$ cat config.mk
export PLATFORM = sky130hd
export DESIGN_NAME = card_hotswap_monitor
export DESIGN_NICKNAME = d
export VERILOG_FILES = /design/src/rtl/hsw_pkg.sv /design/src/rtl/hsw_sync.sv /design/src/rtl/hsw_edge.sv /design/src/rtl/hsw_oneshot.sv /design/src/rtl/card_hotswap_monitor.sv
export SDC_FILE = /design/constraint.sdc
export NUM_CORES = 1
export LEC_CHECK = 0
export ABC_AREA = 1
export BUFFER_PORTS_ARGS = -buffer_cell sky130_fd_sc_hd__buf_2
export CAP_MARGIN = 25
export CORE_ASPECT_RATIO = 0.7
export CORE_MARGIN = 2
export CORE_UTILIZATION = 49
export CTS_CLUSTER_SIZE = 14
export DETAILED_ROUTE_END_ITERATION = 7
export PLACE_DENSITY = 0.65
export SLEW_MARGIN = 20
export SYNTH_ARGS = -nofsm -noshare
export SYNTH_HDL_FRONTEND = slang
export SYNTH_SLANG_ARGS = --single-unit
$ cat constraint.sdc
create_clock -name clk_i -period 2.2 [get_ports clk_i]
set_input_delay 0.33 -clock clk_i [delete_from_list [all_inputs] [get_ports clk_i]]
set_output_delay 0.33 -clock clk_i [all_outputs]
set_load 0.1 [all_outputs]
$ cat src/rtl/hsw_pkg.sv
package hsw_pkg;

    // Level of the synchronized contact when no card is seated.
    localparam logic LVL_EMPTY = 1'b1;

    typedef struct packed {
        logic insert;
        logic remove;
    } hsw_evt_t;

endpackage

$ cat src/rtl/hsw_sync.sv
module hsw_sync #(
    parameter int   STAGES    = 2,
    parameter logic RESET_VAL = 1'b1
) (
    input  logic clk_i,
    input  logic rst_ni,
    input  logic async_i,
    output logic sync_o
);
    // Stage 0 takes the raw input, stage STAGES-1 is the safe output.
    logic [STAGES-1:0] chain_d, chain_q;

    always_comb begin
        chain_d = chain_q;
        chain_d[0] = async_i;
        for (int i = 1; i < STAGES; i++) begin
            chain_d[i] = chain_q[i-1];
        end
    end

    always_ff @(posedge clk_i or negedge rst_ni) begin
        if (!rst_ni) begin
            chain_q <= {STAGES{RESET_VAL}};
        end else begin
            chain_q <= chain_d;
        end
    end

    assign sync_o = chain_q[STAGES-1];
endmodule

$ cat src/rtl/hsw_edge.sv
module hsw_edge #(
    parameter logic RESET_VAL = 1'b1
) (
    input  logic clk_i,
    input  logic rst_ni,
    input  logic level_i,
    output logic change_o
);
    logic prev_d, prev_q;

    always_comb begin
        prev_d = level_i;
    end

    always_ff @(posedge clk_i or negedge rst_ni) begin
        if (!rst_ni) begin
            prev_q <= RESET_VAL;
        end else begin
            prev_q <= prev_d;
        end
    end

    // Rising and falling changes are treated alike.
    assign change_o = level_i ^ prev_q;
endmodule

$ cat src/rtl/hsw_oneshot.sv
module hsw_oneshot #(
    parameter int STABLE_CYCLES = 37_500_000,
    parameter int CNT_W         = $clog2(STABLE_CYCLES + 1)
) (
    input  logic             clk_i,
    input  logic             rst_ni,
    input  logic             enable_i,
    input  logic             trigger_i,
    output logic             expire_o,
    output logic             armed_o,
    output logic [CNT_W-1:0] count_o
);
    localparam logic [CNT_W-1:0] LOAD_VAL = CNT_W'(STABLE_CYCLES);
    localparam logic [CNT_W-1:0] LAST_VAL = CNT_W'(1);

    typedef struct packed {
        logic             armed;
        logic [CNT_W-1:0] count;
    } tmr_t;

    tmr_t tmr_d, tmr_q;
    logic fire;

    always_comb begin
        tmr_d = tmr_q;
        fire  = 1'b0;
        if (!enable_i) begin
            tmr_d.armed = 1'b0;
            tmr_d.count = '0;
        end else if (trigger_i) begin
            tmr_d.armed = 1'b1;
            tmr_d.count = LOAD_VAL;
        end else if (tmr_q.armed) begin
            if (tmr_q.count == LAST_VAL) begin
                fire        = 1'b1;
                tmr_d.armed = 1'b0;
                tmr_d.count = '0;
            end else begin
                tmr_d.count = tmr_q.count - LAST_VAL;
            end
        end
    end

    always_ff @(posedge clk_i or negedge rst_ni) begin
        if (!rst_ni) begin
            tmr_q <= '0;
        end else begin
            tmr_q <= tmr_d;
        end
    end

    assign expire_o = fire;
    assign armed_o  = tmr_q.armed;
    assign count_o  = tmr_q.count;
endmodule

$ cat src/rtl/card_hotswap_monitor.sv
module card_hotswap_monitor #(
    parameter int STABLE_CYCLES = 37_500_000,
    parameter int SYNC_STAGES   = 2
) (
    input  logic clk_i,
    input  logic rst_ni,
    input  logic mon_en_i,
    input  logic detect_n_i,
    output logic insert_o,
    output logic remove_o
);
    import hsw_pkg::*;

    localparam int CNT_W = $clog2(STABLE_CYCLES + 1);

    logic             lvl_empty;
    logic             lvl_change;
    logic             tmr_expire;
    logic             tmr_armed;
    logic [CNT_W-1:0] tmr_count;

    hsw_evt_t evt_d, evt_q;

    hsw_sync #(
        .STAGES    (SYNC_STAGES),
        .RESET_VAL (LVL_EMPTY)
    ) i_sync (
        .clk_i   (clk_i),
        .rst_ni  (rst_ni),
        .async_i (detect_n_i),
        .sync_o  (lvl_empty)
    );

    hsw_edge #(
        .RESET_VAL (LVL_EMPTY)
    ) i_edge (
        .clk_i    (clk_i),
        .rst_ni   (rst_ni),
        .level_i  (lvl_empty),
        .change_o (lvl_change)
    );

    hsw_oneshot #(
        .STABLE_CYCLES (STABLE_CYCLES),
        .CNT_W         (CNT_W)
    ) i_oneshot (
        .clk_i     (clk_i),
        .rst_ni    (rst_ni),
        .enable_i  (mon_en_i),
        .trigger_i (lvl_change),
        .expire_o  (tmr_expire),
        .armed_o   (tmr_armed),
        .count_o   (tmr_count)
    );

    always_comb begin
        evt_d        = '0;
        evt_d.insert = tmr_expire && (lvl_empty != LVL_EMPTY);
        evt_d.remove = tmr_expire && (lvl_empty == LVL_EMPTY);
    end

    always_ff @(posedge clk_i or negedge rst_ni) begin
        if (!rst_ni) begin
            evt_q <= '0;
        end else begin
            evt_q <= evt_d;
        end
    end

    assign insert_o = evt_q.insert;
    assign remove_o = evt_q.remove;
endmodule

* Word level (Yosys, flattened, before mapping)
Index checks and enable logic that the tools add are counted.
** Storage, ports and cells
- Bits in registers :: 32
- Output and inout port bits :: 2
- Bits in writable memories :: 0
- Memories :: 0
- Latch bits :: 0
- ROM bits :: 0
- Logic and storage cells :: 22
- Bits of input ports :: 4
** Cells by class
- Equal/unequal tests :: 2
- Bitwise logic cells :: 2
- Reduce and logical (&&, ||, !) cells :: 2
- Magnitude comparators :: 0
- Shifts and indexed selects :: 0
- Multiplexer cells :: 9
- Div/mod/pow operators :: 0
- Add/subtract/negate cells :: 1
- $mul :: 0
** Operators by type and width (count)
- 27-bit 2-to-1 mux :: 3
- 26-bit by 1-bit equality test with 1-bit output (second input constant) :: 1
- 26-bit 2-to-1 mux :: 1
- 26-bit by 1-bit subtractor with 26-bit output (second input constant) :: 1
- 1-bit 2-to-1 mux :: 5
- 3-bit by 1-bit inequality test with 1-bit output (second input constant) :: 1
- 1-bit logical AND :: 2
- 1-bit inverter :: 1
- 1-bit XOR :: 1

* Depth between registers and ports, before layout
- Depth after elaboration :: 6
- Gate-level depth with buffers :: 11
- Gate-level depth less buffers :: 11

* Modules after synthesis
From an unflattened synthesis, not the netlist that was laid out.
** Second synthesis, totals
- Cell total of the unflattened synthesis :: 264
- Area, all modules :: 2067.0 um^2
** Modules (own cells, without submodules)
- hsw_oneshot :: times used 1, area each 1901.8 um^2, cells an instance 250, sequential area each 675.6 um^2
- card_hotswap_monitor :: times used 1, area each 67.6 um^2, cells an instance 6, sequential area each 50.0 um^2
- hsw_sync :: times used 1, area each 52.6 um^2, cells an instance 2, sequential area each 52.6 um^2
- hsw_edge :: times used 1, area each 45.0 um^2, cells an instance 6, sequential area each 26.3 um^2

* Worst setup path after synthesis
Ideal clock, no wire load.
- Path kind :: register -> register
- Start :: reg i_oneshot.tmr_q, in the netlist i_oneshot.count_o[0]
- End :: reg i_oneshot.tmr_q, in the netlist i_oneshot.count_o[22]
- Library setup time :: 126 ps
- Setup slack :: 695 ps
- Path buffers :: 0
- Cell stages (with the launch flop) :: 10
- Clock period less this slack :: 1505 ps
- Arrival :: 1378 ps
- Data required time :: 2074 ps
- Cell sequence :: dfrtp_1 -> inv_1 -> ha_1 -> nand2_2 -> nor2_4 -> nand2_4 -> nor2_4 -> nand3_1 -> nand3_1 -> o21ai_0
** Between the ends
- Word-level cells in the longest chain between the ends :: 5
- Elaborated cells between the ends (all ways) :: 6
- Classes of those cells :: add/sub (1); eq/ne (1); mux (4)
** Ends and longest elaborated chain
- start, declared :: line hsw_oneshot.sv:21 : tmr_t tmr_d, tmr_q;
- start signal, assigned :: line hsw_oneshot.sv:48 : tmr_q <= tmr_d;
- 26-bit by 1-bit subtractor with 26-bit output or 26-bit by 1-bit equality test with 1-bit output (tied branches) :: line hsw_oneshot.sv:39, hsw_oneshot.sv:34
- 26-bit 2-to-1 mux (*) :: line hsw_oneshot.sv:34 : if (tmr_q.count == LAST_VAL) begin
- 27-bit 2-to-1 mux (*) :: line hsw_oneshot.sv:33 : end else if (tmr_q.armed) begin
- 27-bit 2-to-1 mux (*) :: line hsw_oneshot.sv:30 : end else if (trigger_i) begin
- 27-bit 2-to-1 mux (*) :: line hsw_oneshot.sv:27 : if (!enable_i) begin
Every way passes the cells marked *; elsewhere a longest branch is shown, timed or not. The select of a mux whose other input is x is not followed.
A chain may end at the register's enable or synchronous reset.

* Worst setup path in the final report
- Start :: reg i_oneshot.tmr_q, in the netlist i_oneshot.count_o[1]
- End :: reg i_oneshot.tmr_q, in the netlist i_oneshot.count_o[24]
The elaborated chain is that of the path after synthesis.

==> metrics.yaml <==
die:
  row_count: 19
  start_util_pct: 50.90
  core_sq_um: 3899
  dieArea_sq_um: 4583
  ios: 6
  die_h_um: 57.25
  die_w_um: 80.06
global_routing:
  antenna_found_initial: 0
  grt_usage_pct: 21.62
  grt_pass1_vias: 1448
  grt_start_max_net_pins: 33
  grt_pass1_wl_mm: 7.265
  grt_overflow: 0
drt:
  via_per_inst: 5.170
  drc: 0
  ant_nets: 0
  wirelength_mm: 4.386
  drt_iter0_drc: 154
  wl_per_cell_um: 14.06
  num_vias: 1613
  firstDrtPassIters: 4
run:
  max-cap-violations: 0
setup_path:
  worst_r2r_startpoint: "i_oneshot.count_o[1]"
  cp.required_ns: 2.37
  worstReg2RegEnd: "i_oneshot.count_o[24]"
  setup.worst_path.start: "i_oneshot.count_o[1]"
  worstPathArrival_ns: 2.03
  cp_cell_sequence: "inv_1 > ha_1 > inv_1 > nor2_1 > nand3_1 > nor2_1 > nand3_1 > nand2_2 > inv_1 > nand3_1 > o21ai_0"
  worstSetupPathType: "flip-flop to flip-flop"
  startpoint_type: "flip-flop"
  reg2reg_depth: 11
  crit_path_end_kind: "flip-flop"
  critPathMaxFanout: 14
  r2r_slack_ns: 0.33
  max_stage_delay_ns: 0.38
  cp-endpoint: "i_oneshot.count_o[24]"
  cpMaxStageDelayCell: "dfrtp_1"
logic_synthesis:
  synth_top_area_share_pct: 36.57
  ys_seq_elements: 32
  synth_most_common_cell: "nand2_1"
  synthTopCellsByCount: "72 x nand2_1, 33 x nor2_1, 29 x dfrtp_1, 18 x inv_1, 18 x nand3_1"
  ys.flop_type: "dfrtp_1"
  synth.area.top_cells: "dfrtp_1 37%, nand2_1 14%, nor2_1 6.2%"
  postSynth.asyncResetShare_pct: 100.0
  seq_area_frac_synth_pct: 40.54
  syn-num-nets: 257
  synth.avg_cell_area_sq_um: 7.906
  synth.distinct_cells: 31
  synth.largest_area_cell: "dfrtp_1"
  synth_edf_count: 0
  synth-warning-count: 0
  synthCells: 251
  syn_area_sq_um: 1984
clocking:
  cts_tree: "yes"
  cts.hold.buffers_added: 0
  clkTransAtPathRegs_ns: 0.07
  cts_buffers: 5
  postCtsSetupBuffers: 0
  cts-htree-levels: 2
  insertion_delay_ns: 0.29
  clock-sinks: 32
  cts.repair.resized: 0
  root_buffer: "clkbuf_8"
  clockBufferDepth: 2
timing:
  finalMaxSlewViolations: 0
  rsz0062_at_grt: "no"
  setup_viol: 0
  fmax_ghz: 0.5361
  hold_viol: 0
  clock_skew_ns: 0.006758
  setup_tns_ns: 0
  relSlewSlack_pct: 52.43
  min_period_over_period_pct: 84.79
  fin_crit_ns: 1.865
  worst_slew_pin_slew_ns: 0.7135
power:
  powerDensity_nw_per_um2: 841.2
  ir_worst_vdd_v: 0.0003872
  p_clk_share_pct: 26.1
  power_frac_seq_pct: 40.0
  leakagePower_uw: 0.001025
  p_int_uw: 1095
  power.total_uw: 1795
  switching_share_pct: 39.00
  p_comb_share_pct: 33.9
  p_switching_uw: 700.2
placed_design:
  place.gp.congestion: 0.9482
  dp_hpwl_mm: 3.209
  io_buffers: 5
finish:
  antenna_cells: 0
  syn_to_final_growth_pct: 7.566
  drive_gt1_share_pct: 18.08
  nNetsFinal: 265
  fillers: 377
status:
  run_status: "completed"
worst_hold_path:
  hold_class: "input pin to async pin"
how the worst min path moves through the flow:
stage / start / cells past startpoint / endpoint / slack, ns
finish: rst_ni / 1 / i_oneshot.count_o[14] / 0.09
global route: detect_n_i / 1 / i_sync.chain_q[0] / 0.12
CTS: rst_ni / 1 / i_oneshot.count_o[11] / 0.12
detailed placement: i_sync.chain_q[0] / 0 / i_sync.chain_q[1] / 0.35
global placement: i_sync.chain_q[0] / 0 / i_sync.chain_q[1] / 0.35
floorplan: rst_ni / 0 / i_oneshot.armed_o / 0.03
cell families after synthesis:
group,share of synthesized area (%)
compound gates,11.48
buf+inv,5.233
flops,40.54
simple gates,34.80
fa+ha+maj,1.261
xor+xnor,6.684
critical path: cells and delay by family (launching register included):
family / cells / cell delay, ns
flops: 1 / 0.38
compound gates: 1 / 0.08
buf+inv: 3 / 0.28
fa+ha+maj: 1 / 0.15
simple gates: 6 / 0.86
cells in the final DEF (no fill, tap or decap), types with 5 or more instances in the layout:
cell type | netlist | layout
inv_1 | 18 | 18
o21ai_0 | 11 | 11
clkbuf_8 | 0 | 6
dfrtp_1 | 29 | 29
nand3_1 | 18 | 18
nor2_2 | 5 | 5
o21ai_2 | 5 | 5
nand2_2 | 6 | 6
nor2_1 | 33 | 33
nand2_1 | 72 | 72
xor2_1 | 10 | 10
buf_2 | 2 | 5
flip-flops by register name, summed over array words and instances (netlist names):
name and cells:
i_edge.prev_q 1, i_oneshot.armed_o 1, i_oneshot.count_o 26, i_sync.chain_q 2, insert_o 1, remove_o 1
per-stage QoR:
step	area, sq um	instances	hold WS (ns)	util [%]	worst slack (ns)
final	2135	312	0.09078	54.75	0.3346
after global routing	2135	312	0.1187	54.75	0.1129
after CTS	2135	312	0.1173	54.75	0.3207
after detailed placement	2042	304	0.3489	52.37	0.3195
after global placement	2042	304	0.3500	52.37	0.3979
after floorplan	1984	251	0.03441	-	0.6953
power groups by stage:
| stage | combinational (uW) | sequential [uW] | clock, uW |
|---|---|---|---|
| floorplan | 487 | 703 | 0 |
| global placement | 600 | 727 | 0 |
| detailed placement | 601 | 724 | 0 |
| CTS | 605 | 715 | 481 |
| global route | 692 | 727 | 507 |
| finish | 609 | 718 | 469 |
metal layers:
| layer | GRT usage (%) | routed length [um] |
|---|---|---|
| met4 | 7.506 | 23 |
| met3 | 6.329 | 275 |
| met2 | 25.24 | 1628 |
| met1 | 36.33 | 2459 |
| met5 | 0 | 0 |
area by class of cell:
class                      count  area, sq um  share of cell area, %
sequential                    32        804.5                  37.69
inverter                      19        71.32                  3.341
clock inverter                 2        10.01                 0.4689
timing repair buffer           5        25.02                  1.172
clock buffer                   6        82.58                  3.869
multi-input combinational    196         1076                  50.41
tap                           52        65.06                  3.048
Power figures use the tool's default switching activity.
